[src/rtl/brd_pkg.sv]
package brd_pkg;

  localparam int ADDR_W = 32;
  localparam int NIB_LSB = ADDR_W - 4;

  typedef enum logic [1:0] {
    SZ_BYTE = 2'd0,
    SZ_HALF = 2'd1,
    SZ_WORD = 2'd2,
    SZ_WIDE = 2'd3
  } acc_size_e;

  typedef enum logic [1:0] {
    ABT_NONE     = 2'd0,
    ABT_MISALIGN = 2'd1,
    ABT_UNDEF    = 2'd2
  } abt_type_e;

  // alignment rule: bytes never fault, halfwords need bit 0 clear,
  // words need both low bits clear
  function automatic logic is_misaligned(input logic [1:0] sz, input logic [1:0] lo);
    logic bad;
    case (sz)
      SZ_BYTE: bad = 1'b0;
      SZ_HALF: bad = lo[0];
      default: bad = |lo;
    endcase
    return bad;
  endfunction

  // top address nibble selects the coarse 256 MB slot
  function automatic logic [3:0] top_nibble(input logic [ADDR_W-1:0] a);
    return a[ADDR_W-1:NIB_LSB];
  endfunction

endpackage

[src/rtl/brd_boot_map.sv]
module brd_boot_map (
  input  logic clk,
  input  logic rst_n,
  input  logic boot_mode_pin,
  input  logic remap_cmd,
  output logic boot_q,
  output logic remap_q
);

  // boot pin follows the pad during reset, frozen afterwards
  always_ff @(posedge clk) begin
    if (!rst_n) boot_q <= boot_mode_pin;
  end

  always_ff @(posedge clk) begin
    if (!rst_n)         remap_q <= 1'b0;
    else if (remap_cmd) remap_q <= ~remap_q;
  end

endmodule

[src/rtl/brd_region_dec.sv]
module brd_region_dec
  import brd_pkg::*;
#(
  parameter int N_EXT        = 8,
  parameter int N_INT        = 4,
  parameter int EXT_BASE_NIB = 1,
  parameter int PERIPH_NIB   = 15,
  parameter int AREA_OFF_W   = 20,
  parameter int ROM_AREA     = 1,
  parameter int SRAM_AREA    = 2
) (
  input  logic [ADDR_W-1:0] addr,
  input  logic              boot_q,
  input  logic              remap_q,
  output logic [N_EXT-1:0]  ext_hit,
  output logic [N_INT-1:0]  int_hit,
  output logic              periph_hit,
  output logic              undef_hit,
  output logic [ADDR_W-1:0] phys
);

  localparam int IDX_W   = $clog2(N_INT);
  localparam int IDX_LSB = AREA_OFF_W;
  localparam int GAP_LSB = AREA_OFF_W + IDX_W;

  logic [3:0]            nib;
  logic                  in_int;
  logic [IDX_W-1:0]      idx;
  logic [IDX_W-1:0]      tgt_idx;
  logic [IDX_W-1:0]      eff_idx;
  logic                  in_window;
  logic                  alias_ext;
  logic                  in_ext;
  logic [AREA_OFF_W-1:0] off;

  assign nib       = top_nibble(addr);
  assign in_int    = (nib == 4'd0) && ~|addr[NIB_LSB-1:GAP_LSB];
  assign idx       = addr[GAP_LSB-1:IDX_LSB];
  assign off       = addr[AREA_OFF_W-1:0];
  assign in_window = in_int && (idx == '0);
  assign alias_ext = in_window && !remap_q && !boot_q;
  assign tgt_idx   = remap_q ? IDX_W'(SRAM_AREA) : IDX_W'(ROM_AREA);
  assign eff_idx   = in_window ? tgt_idx : idx;
  assign in_ext    = ({1'b0, nib} >= 5'(EXT_BASE_NIB)) &&
                     ({1'b0, nib} <  5'(EXT_BASE_NIB + N_EXT));

  for (genvar g = 0; g < N_EXT; g++) begin : g_ext
    if (g == 0) begin : g_first
      assign ext_hit[g] = (nib == 4'(EXT_BASE_NIB)) || alias_ext;
    end else begin : g_rest
      assign ext_hit[g] = (nib == 4'(EXT_BASE_NIB + g));
    end
  end

  for (genvar g = 0; g < N_INT; g++) begin : g_int
    assign int_hit[g] = in_int && !alias_ext && (eff_idx == IDX_W'(g));
  end

  assign periph_hit = (nib == 4'(PERIPH_NIB));
  assign undef_hit  = !(in_int || in_ext || periph_hit);

  always_comb begin
    phys = addr;
    if (alias_ext)
      phys = {4'(EXT_BASE_NIB), {(NIB_LSB-AREA_OFF_W){1'b0}}, off};
    else if (in_window)
      phys = {{(ADDR_W-GAP_LSB){1'b0}}, tgt_idx, off};
  end

endmodule

[src/rtl/brd_abort_capture.sv]
module brd_abort_capture
  import brd_pkg::*;
#(
  parameter int MASTER_W = 2
) (
  input  logic                clk,
  input  logic                rst_n,
  input  logic                fire,
  input  logic [1:0]          cause,
  input  logic [MASTER_W-1:0] master,
  input  logic                write,
  input  logic [1:0]          size,
  input  logic [ADDR_W-1:0]   addr,
  output logic [1:0]          st_type,
  output logic [MASTER_W-1:0] st_master,
  output logic                st_write,
  output logic [1:0]          st_size,
  output logic [ADDR_W-1:0]   st_addr
);

  always_ff @(posedge clk) begin
    if (!rst_n) begin
      st_type   <= ABT_NONE;
      st_master <= '0;
      st_write  <= 1'b0;
      st_size   <= 2'd0;
      st_addr   <= '0;
    end else if (fire) begin
      st_type   <= cause;
      st_master <= master;
      st_write  <= write;
      st_size   <= size;
      st_addr   <= addr;
    end
  end

endmodule

[src/rtl/bus_remap_decoder.sv]
module bus_remap_decoder
  import brd_pkg::*;
#(
  parameter int N_EXT        = 8,
  parameter int N_INT        = 4,
  parameter int MASTER_W     = 2,
  parameter int EXT_BASE_NIB = 1,
  parameter int PERIPH_NIB   = 15,
  parameter int AREA_OFF_W   = 20,
  parameter int ROM_AREA     = 1,
  parameter int SRAM_AREA    = 2
) (
  input  logic                clk,
  input  logic                rst_n,
  input  logic                boot_mode_pin,
  input  logic                remap_cmd,
  input  logic                req_vld,
  input  logic [31:0]         req_addr,
  input  logic [1:0]          req_size,
  input  logic                req_write,
  input  logic                req_data,
  input  logic [MASTER_W-1:0] req_master,
  output logic                sel_vld,
  output logic [N_EXT-1:0]    ext_cs,
  output logic [N_INT-1:0]    int_cs,
  output logic                periph_cs,
  output logic [31:0]         phys_addr,
  output logic                abort_o,
  output logic [1:0]          abt_type,
  output logic [MASTER_W-1:0] abt_master,
  output logic                abt_write,
  output logic [1:0]          abt_size,
  output logic [31:0]         abt_addr
);

  // named internal events, visible to the bound checker
  logic              boot_q;
  logic              remap_q;
  logic [N_EXT-1:0]  dec_ext;
  logic [N_INT-1:0]  dec_int;
  logic              dec_periph;
  logic              dec_undef;
  logic [31:0]       dec_phys;
  logic              ev_misalign;
  logic              ev_undef;
  logic              ev_fire;
  logic              ev_pass;
  logic [1:0]        ev_cause;

  brd_boot_map u_boot (
    .clk           (clk),
    .rst_n         (rst_n),
    .boot_mode_pin (boot_mode_pin),
    .remap_cmd     (remap_cmd),
    .boot_q        (boot_q),
    .remap_q       (remap_q)
  );

  brd_region_dec #(
    .N_EXT        (N_EXT),
    .N_INT        (N_INT),
    .EXT_BASE_NIB (EXT_BASE_NIB),
    .PERIPH_NIB   (PERIPH_NIB),
    .AREA_OFF_W   (AREA_OFF_W),
    .ROM_AREA     (ROM_AREA),
    .SRAM_AREA    (SRAM_AREA)
  ) u_dec (
    .addr       (req_addr),
    .boot_q     (boot_q),
    .remap_q    (remap_q),
    .ext_hit    (dec_ext),
    .int_hit    (dec_int),
    .periph_hit (dec_periph),
    .undef_hit  (dec_undef),
    .phys       (dec_phys)
  );

  assign ev_misalign = req_vld && req_data && is_misaligned(req_size, req_addr[1:0]);
  assign ev_undef    = req_vld && dec_undef;
  assign ev_fire     = ev_misalign || ev_undef;
  assign ev_pass     = req_vld && !ev_fire;
  assign ev_cause    = ev_undef ? ABT_UNDEF : ABT_MISALIGN;

  always_ff @(posedge clk) begin
    if (!rst_n) begin
      sel_vld   <= 1'b0;
      ext_cs    <= '0;
      int_cs    <= '0;
      periph_cs <= 1'b0;
      phys_addr <= '0;
      abort_o   <= 1'b0;
    end else begin
      sel_vld   <= ev_pass;
      ext_cs    <= ev_pass ? dec_ext : '0;
      int_cs    <= ev_pass ? dec_int : '0;
      periph_cs <= ev_pass && dec_periph;
      phys_addr <= ev_pass ? dec_phys : '0;
      abort_o   <= ev_fire;
    end
  end

  brd_abort_capture #(
    .MASTER_W (MASTER_W)
  ) u_abt (
    .clk       (clk),
    .rst_n     (rst_n),
    .fire      (ev_fire),
    .cause     (ev_cause),
    .master    (req_master),
    .write     (req_write),
    .size      (req_size),
    .addr      (req_addr),
    .st_type   (abt_type),
    .st_master (abt_master),
    .st_write  (abt_write),
    .st_size   (abt_size),
    .st_addr   (abt_addr)
  );

endmodule

[config.mk]
export PLATFORM = sky130hd
export DESIGN_NAME = bus_remap_decoder
export DESIGN_NICKNAME = d
export VERILOG_FILES = /design/src/rtl/brd_pkg.sv /design/src/rtl/brd_boot_map.sv /design/src/rtl/brd_region_dec.sv /design/src/rtl/brd_abort_capture.sv /design/src/rtl/bus_remap_decoder.sv
export SDC_FILE = /design/constraint.sdc
export NUM_CORES = 1
export LEC_CHECK = 0
export ABC_AREA = 1
export BUFFER_PORTS_ARGS = -buffer_cell sky130_fd_sc_hd__buf_2
export CAP_MARGIN = 15
export CELL_PAD_IN_SITES_DETAIL_PLACEMENT = 0
export CELL_PAD_IN_SITES_GLOBAL_PLACEMENT = 2
export CORE_MARGIN = 2
export CORE_UTILIZATION = 25
export CTS_CLUSTER_DIAMETER = 120
export CTS_CLUSTER_SIZE = 28
export DETAILED_ROUTE_END_ITERATION = 10
export PLACE_DENSITY = 0.81
export SLEW_MARGIN = 20
export SYNTH_ARGS = -nofsm -noshare
export SYNTH_HDL_FRONTEND = slang
export SYNTH_SLANG_ARGS = --single-unit
export TNS_END_PERCENT = 20
[constraint.sdc]
create_clock -name clk -period 1.5 [get_ports clk]
set_input_delay 0.3 -clock clk [delete_from_list [all_inputs] [get_ports clk]]
set_output_delay 0.3 -clock clk [all_outputs]
set_load 0.05 [all_outputs]
======== Word-level counts from Yosys, hierarchy flattened ========
Index checks and enable logic that the tools add are counted.
cells by class
  mux-type cells .......................... 6
  bitwise gates (word level) .............. 3
  eq/ne operators ......................... 13
  order comparisons ....................... 2
  reduce and logical (&&, ||, !) cells .... 34
operators by type and width
  cell                                                               number
  two-way mux 29 bit                                                 2
  equality test 4 x 3 -> 1 bit, second input constant                4
  logical AND 1 bit                                                  15
  equality test 4 x 2 -> 1 bit, second input constant                2
  equality test 4 bit, second input constant                         2
  logical NOT 1 bit                                                  6
  logical NOT 2 bit                                                  3
  two-way mux 2 bit                                                  3
  OR reduction 6 bit                                                 1
  equality test 2 x 1 -> 1 bit, second input constant                2
  equality test 2 bit, second input constant                         2
  equality test 4 x 1 -> 1 bit, second input constant                1
  greater-or-equal comparator 4 x 1 -> 1 bit, second input constant  1
  logical NOT 4 bit                                                  1
  logical OR 1 bit                                                   4
  < comparator 4 bit, second input constant                          1
  OR reduction 4 bit                                                 1
  NOT 1 bit                                                          3
  OR reduction 3 bit                                                 1
  one-hot mux 1 bit (2 select lines)                                 1
  AND reduction 2 bit                                                1
  OR reduction 2 bit                                                 1
storage, ports and cells
  output and inout bits ................... 86
  word-level logic and storage cells ...... 73
  bits of input ports ..................... 43
  bits in registers ....................... 88

======== Longest topological paths before layout ========
Gate-level depths: netlist (run 1).
  word-level depth ........................ 12
  mapped depth ............................ 10
  gate-level depth less buffers ........... 9

======== Modules after synthesis ========
A second synthesis (run 1) with hierarchy kept.
second synthesis, totals
  cell total of the unflattened synthesis .. 491
  area total of the unflattened synthesis .. 3548.4 um2
by module, submodules not included
  module             seq. area each (um2)  cells each  area each (um2)  instances
  brd_abort_capture  780.7                 247         1601.5           1
  bus_remap_decoder  940.9                 156         1400.1           1
  brd_region_dec     0.0                   81          478.0            1
  brd_boot_map       50.0                  7           68.8             1

======== Least setup slack after synthesis (run 1) ========
OpenSTA, ideal clock, no wires.
  kind .................................... input port to flip-flop
  from .................................... input req_addr[24]
  to ...................................... register u_abt.st_addr[16]
  slack ................................... 0.200 ns
  stages on the path ...................... 10
  data arrival time ....................... 1.188 ns
  data required time ...................... 1.387 ns
  library setup time ...................... 0.113 ns
  cells stage by stage .................... nor2_1 nand2_1 nor2_1 nand2_2 nand3_4 buf_6 buf_6 nand3b_1 nand2_1 nor2_1
on the way
  cells in the longest elaborated chain, start to end .. 8
RTL lines
  what                           RTL line                 RTL
  start, declared                bus_remap_decoder.sv:18  input logic [31:0] req_addr,
  OR reduction 6 bit             brd_region_dec.sv:37     assign in_int = (nib == 4'd0) && ~|addr[NIB_LSB-1:GAP_LSB];
  logical NOT 1 bit              brd_region_dec.sv:37
  logical AND 1 bit              brd_region_dec.sv:37
  logical OR 1 bit (2 in a row)  brd_region_dec.sv:60     assign undef_hit = !(in_int || in_ext || periph_hit);
  logical NOT 1 bit              brd_region_dec.sv:60
  logical AND 1 bit              bus_remap_decoder.sv:79  assign ev_undef = req_vld && dec_undef;
  logical OR 1 bit               bus_remap_decoder.sv:80  assign ev_fire = ev_misalign || ev_undef;
  end signal, assigned           brd_abort_capture.sv:33  st_addr <= addr;
  end, declared                  brd_abort_capture.sv:18  output logic [ADDR_W-1:0] st_addr
No other way between the ends.
A chain may end at the register's enable or synchronous reset.

======== Final worst setup path (run 1) ========
  from .................................... register u_abt.st_type[1]
  to ...................................... output abt_type[1]
RTL lines
  what                    RTL line                 RTL
  start, declared         brd_abort_capture.sv:14  output logic [1:0] st_type,
  start signal, assigned  brd_abort_capture.sv:29  st_type <= cause;
  end, declared           bus_remap_decoder.sv:29  output logic [1:0] abt_type,
No word-level cell between the ends.

==> reports/results.tsv, run 1 <==
stage	metric	value	unit
worst_setup_path	CP delay by family, top	flip-flops	
worst_setup_path	Critical Path Max Stage Delay	370	ps
timing	Fin Hold WS	156	ps
place	gpl congestion	0.771	
logic_synthesis	area share of the largest cell type after synthesis	54.0	%
worst_setup_path	Crit Path Category	flip-flop to output pin	
logic_synthesis	Synth Flop Type	dfxtp_1	
clock_tree	Root Driver	clkbuf_16	
logic_synthesis	Synth area leader	dfxtp_1	
timing	Fmax	0.770	GHz
final_layout	fraction of layout cells with a size suffix above 1	34.6	%
worst_setup_path	reg2reg end	ext_cs[0]	
worst_setup_path	crit path buf inv count	1	
worst_hold_path	Hold Path Class	input port to flip-flop	
routing	ANT nets after route	0	
worst_setup_path	Req. time, crit path	1200	ps
place	HPWL after detailed placement	6860	µm
timing	Max Slew Vio Count	0	
timing	RSZ-0062 raised after global routing	false	
grt	vias in the first global route	2891	
routing	detailed-route DRC error count	0	
grt	GRT overflow	0	
flow_run	MaxCap Viol Count	0	
worst_setup_path	crit path to	abt_type[1]	
worst_setup_path	worst r2r path cells	4	
timing	final setup fails	0	
final_layout	P&R area growth vs syn	43.8	%
logic_synthesis	number of synthesized flops with an enable pin	1	
worst_setup_path	CP Max Fanout	2	
logic_synthesis	Yosys Warn Count	0	
die	Die Footprint	13800	µm²
die	row count	41	
place	# port buffers	128	
timing	Sum Neg Setup Slack	0	ps
clock_tree	TritonCTS buffer count	9	
routing	vias per inst	3.99	
logic_synthesis	Mapped Cells	395	
logic_synthesis	Yosys reg bits	88	
clock_tree	worst skew pair latency	340	ps
place	dpl ws	-117	ps
final_layout	FILL cells	1400	
routing	drt pass-1 iters	4	
die	Die X	118	µm
logic_synthesis	cell area after synthesis	3230	µm²
grt	first-pass GRT wire length	14700	µm
worst_setup_path	CP max stage cell	dfxtp_1	
power	Leak	0.00252	µW
power	peak supply drop	0.625	mV
timing	setup ws final	201	ps
clock_tree	H-tree depth	3	
die	num ports	129	
logic_synthesis	count of different cell masters after synthesis	26	
worst_setup_path	RR Startpoint	u_boot.remap_q	
routing	post-DR wirelength/cell	12.5	µm
clock_tree	CTS tree	done	
power	pwr/cell area	1350	nW/µm²
final_layout	NumNets Final	599	
logic_synthesis	synth top area cells	dfxtp_1, nor2_1, nand3b_1	
worst_setup_path	Crit path depth	1	
timing	Hold Violations, Final	0	
routing	Post-Route WL	9180	µm
die	Initial Util	25.6	%
grt	largest net degree at the start of global routing	28	
clock_tree	Reg clk slew, reported paths	60	ps
timing	final cycle utilization of the critical path	86.6	%
worst_setup_path	Crit. Startpoint	u_abt.st_type[1]	
clock_tree	post-cts sizing count	0	
routing	DR iter-0 viols	158	
logic_synthesis	Async SR Flop Fraction	0	%
grt	initial antenna violation count	1	
status	outcome	finished clean	
routing	via count	2928	
worst_setup_path	r2r setup slk	440	ps
worst_setup_path	WP data arrival	1000	ps
worst_setup_path	critical path startpoint category	flip-flop	
clock_tree	clk sinks	88	
clock_tree	# hold bufs at CTS	0	
timing	clk_skew	4.06	ps
logic_synthesis	Mean Syn Cell Area	8.17	µm²
worst_setup_path	CP Capture Type	output pin	
grt	GRT Total Usage	13.5	%
final_layout	most frequent cells in the layout	buf_2, nor2_1, dfxtp_1	
logic_synthesis	Seq/Total Area, Yosys	54.9	%
die	core area	12600	µm²
final_layout	FF/Latch Area	1770	µm²
logic_synthesis	synthesized net count	438	
final_layout	multi-input logic area	1170	µm²
worst_setup_path	CP Cell Sequence	buf_2	
timing	crit path time final	1300	ps
final_layout	most common cell after layout, fill and taps aside	buf_2	
clock_tree	Max Buffers Root-to-Sink	2	
die	Die Span Y	118	µm
clock_tree	setup bufs post-CTS	0	
power by group:
part / leakage [µW] / total [µW] / switching (µW) / internal [µW]
clock: 0.000160 / 2520 / 904 / 1620
sequential: 0.000724 / 2540 / 59.9 / 2480
combinational: 0.00164 / 1220 / 853 / 367
total: 0.00252 / 6280 / 1820 / 4470
metrics by stage:
step                util [%]  instances  total power, µW  instance area [µm²]
CTS                     36.7        732             6370                 4640
finish                  36.8        733             6280                 4640
global route            36.7        732             6560                 4640
floorplan                  -        395             3430                 3230
detailed placement      34.1        717             3830                 4310
global placement        34.1        717             3820                 4310
worst min path at each step:
stage | start | depth (start not counted) | endpoint | slack, ps
after floorplan | boot_mode_pin | 0 | u_boot.boot_q | 400
after global placement | u_abt.st_type[0] | 2 | u_abt.st_type[0] | 430
after detailed placement | u_abt.st_type[0] | 2 | u_abt.st_type[0] | 430
after CTS | boot_mode_pin | 1 | u_boot.boot_q | 140
after global routing | boot_mode_pin | 1 | u_boot.boot_q | 140
final | boot_mode_pin | 1 | u_boot.boot_q | 160
flip-flops by register name, summed over array words and instances, names as in the netlist:
| signal | count |
|---|---|
| u_boot.remap_q | 1 |
| int_cs | 4 |
| periph_cs | 1 |
| u_abt.st_master | 2 |
| u_abt.st_addr | 32 |
| u_abt.st_type | 2 |
| u_abt.st_size | 2 |
| u_boot.boot_q | 1 |
| u_abt.st_write | 1 |
| ext_cs | 8 |
| phys_addr | 32 |
| abort_o | 1 |
| sel_vld | 1 |
metal layers:
metal	GRT usage (%)	part of all wire [%]	up-vias
li1	-	-	1522
met1	16.9	47	1304
met2	21.2	45	90
met3	5.72	7.4	12
met4	4.14	1.3	0
met5	0	0	-
kinds of logic after synthesis:
logic type,Yosys count,synth area share (%)
xor gates and xnor gates,1,0.271
and+or+nand+nor,237,33.9
DFF,88,54.9
AOI/OAI and AO/OA,7,1.90
buffers and inverters,61,8.88
other,1,0.116
Yosys cell counts (all sizes together), types with 2 or more instances:
cell / instances
nor2: 125
dfxtp: 87
nand2: 69
inv: 44
nand3b: 37
buf: 12
clkbuf: 5
a21oi: 4
nand4: 2
nor3: 2
cell type report:
class                   count  share of cell area, %
inverters                  44                   3.67
clock buffers              11                   5.02
clock inverters             4                   2.05
diodes                      1                 0.0539
multi-input cells         246                   25.2
flip-flops and latches     88                   38.2
repair buffers            167                   21.2
well taps                 172                   4.64
Power figures use the tool's default switching activity.
==> run 2, diff against run 1 <==
--- a/config.mk
+++ b/config.mk
@@ -16,6 +16,7 @@
 export CTS_CLUSTER_SIZE = 28
 export DETAILED_ROUTE_END_ITERATION = 10
 export PLACE_DENSITY = 0.81
+export REMOVE_ABC_BUFFERS = 1
 export SLEW_MARGIN = 20
 export SYNTH_ARGS = -nofsm -noshare
 export SYNTH_HDL_FRONTEND = slang
==> reports/results.tsv, run 2 (synthesized netlist as in run 1, its figures left out) <==
stage	metric	value	unit	change
status	outcome	finished clean		unchanged
clock_tree	Max Buffers Root-to-Sink	2		unchanged
final_layout	Largest regs	phys_addr (32), u_abt.st_addr (32), ext_cs (8)		unchanged
clock_tree	TritonCTS buffer count	9		unchanged
worst_setup_path	CP Capture Type	output pin		unchanged
clock_tree	CTS tree	done		unchanged
timing	RSZ-0062 raised after global routing	false		unchanged
worst_setup_path	critical path startpoint category	flip-flop		unchanged
grt	initial antenna violation count	2		was 1
worst_setup_path	crit path buf inv count	1		unchanged
grt	largest net degree at the start of global routing	40		was 28
worst_setup_path	CP max stage cell	dfxtp_1		unchanged
final_layout	FILL cells	1373		was 1,400
worst_setup_path	WP data arrival	1000	ps	about the same
power	peak supply drop	0.413	mV	was 0.625 mV
clock_tree	worst skew pair latency	340	ps	about the same
timing	clk_skew	1.21	ps	was 4.06 ps
routing	drt pass-1 iters	4		unchanged
routing	Post-Route WL	8730	µm	was 9180 µm
power	pwr/cell area	1310	nW/µm²	was 1350 nW/µm²
final_layout	final core occ	36.2	%	was 36.8%
timing	crit path time final	1300	ps	about the same
die	num ports	129		unchanged
clock_tree	clk sinks	88		unchanged
final_layout	NumNets Final	592		was 599
worst_setup_path	Crit Path Category	flip-flop to output pin		unchanged
final_layout	multi-input logic area	1170	µm²	unchanged
routing	DR iter-0 viols	155		was 158
power	Leak	0.00248	µW	was 0.00252 µW
final_layout	fraction of layout cells with a size suffix above 1	33.8	%	was 34.6%
place	# port buffers	128		unchanged
worst_setup_path	CP Cell Sequence	buf_2		unchanged
final_layout	most frequent cells in the layout	buf_2, nor2_1, dfxtp_1		unchanged
worst_setup_path	Critical Path Max Stage Delay	370	ps	about the same
place	# placed instances	710		was 717
clock_tree	# hold bufs at CTS	0		unchanged
routing	post-DR wirelength/cell	12.0	µm	was 12.5 µm
place	post-place instance area	4270	µm²	was 4310 µm²
place	gpl congestion	0.768		was 0.771
die	Initial Util	25.6	%	unchanged
routing	detailed-route DRC error count	0		unchanged
clock_tree	Reg clk slew, reported paths	60	ps	about the same
final_layout	antenna fix cells	0		was 1
clock_tree	Root Driver	clkbuf_16		unchanged
die	Die Footprint	13800	µm²	unchanged
timing	Fin Hold WS	147	ps	was 156 ps
worst_hold_path	Hold Path Class	input port to flip-flop		unchanged
routing	via count	2844		was 2,928
timing	final cycle utilization of the critical path	86.4	%	was 86.6%
worst_setup_path	Req. time, crit path	1200	ps	about the same
die	core area	12600	µm²	unchanged
clock_tree	H-tree depth	3		unchanged
final_layout	design area	4570	µm²	was 4640 µm²
routing	vias per inst	3.92		was 3.99
die	Die X	118	µm	unchanged
final_layout	Finished Layout Cells	726		was 733
grt	GRT Total Usage	13.2	%	was 13.5%
routing	ANT nets after route	0		unchanged
grt	first-pass GRT wire length	14200	µm	was 14,700 µm
die	row count	41		unchanged
place	HPWL after detailed placement	6370	µm	was 6860 µm
timing	final setup fails	0		unchanged
timing	Hold Violations, Final	0		unchanged
final_layout	most common cell after layout, fill and taps aside	buf_2		unchanged
timing	Max Slew Vio Count	0		unchanged
die	Die Span Y	118	µm	unchanged
timing	Fmax	0.772	GHz	was 0.770 GHz
flow_run	MaxCap Viol Count	0		unchanged
worst_setup_path	CP Max Fanout	2		unchanged
clock_tree	setup bufs post-CTS	0		unchanged
grt	GRT overflow	0		unchanged
worst_setup_path	CP delay by family, top	flip-flops		unchanged
grt	vias in the first global route	2814		was 2,891
clock_tree	post-cts sizing count	0		unchanged
final_layout	FF/Latch Area	1770	µm²	unchanged
final_layout	P&R area growth vs syn	41.5	%	was 43.8%
[run 2: cell count changes in the layout (fill, tap and decap cells not counted), sizes merged]
cell,change
clkbuf,+4
diode,-1
clkinvlp,+1
bufinv,-3
clkinv,-1
buf,-7
[run 2: routing by layer]
metal,global-route usage (%),vias to the layer above,wire (µm)
met5,0,-,11
li1,-,1504,-
met1,15.6,1236,4000
met3,4.75,16,619
met4,6.78,2,199
met2,21.0,86,3900
[run 2: worst register-to-register path, cell delays in order, from the launching register on]
cell and delay (ps):
dfxtp_1 340, inv_1 60, nand4_1 90, or2_2 310, nand2_1 70, nor2_1 40
[run 2: where the power goes]
part	switching, µW	internal, µW
Clock	900	1320
Sequential	59.0	2480
Combinational	846	358
Total	1800	4160
[run 2: cell type report]
| class | instances | share of cell area, % |
|---|---|---|
| Sequential cell | 88 | 38.8 |
| Multi-Input combinational cell | 246 | 25.6 |
| Timing Repair Buffer | 160 | 20.7 |
| Clock buffer | 15 | 6.33 |
| Tap cell | 172 | 4.71 |
| Inverter | 44 | 3.73 |
| Clock inverter | 1 | 0.164 |
[run 2: final timing paths]
path / startpoint / endpoint / slack, ps / cells after the start
worst max-delay path: u_abt.st_addr[28] / abt_addr[28] / 200 / 1
worst min-delay path: boot_mode_pin / u_boot.boot_q / 150 / 1
worst max register to register: u_boot.remap_q / phys_addr[20] / 470 / 5
worst min register to register: u_abt.st_type[0] / u_abt.st_type[0] / 450 / 2
[run 2: per-stage QoR]
step | setup TNS (ps) | worst slack (ps) | total power [µW]
after global placement | -4490 | -91.5 | 3800
after detailed placement | -5450 | -129 | 3810
after floorplan | -4430 | -173 | 3380
after global routing | 0 | 159 | 6250
after CTS | 0 | 196 | 6070
final | 0 | 204 | 5960
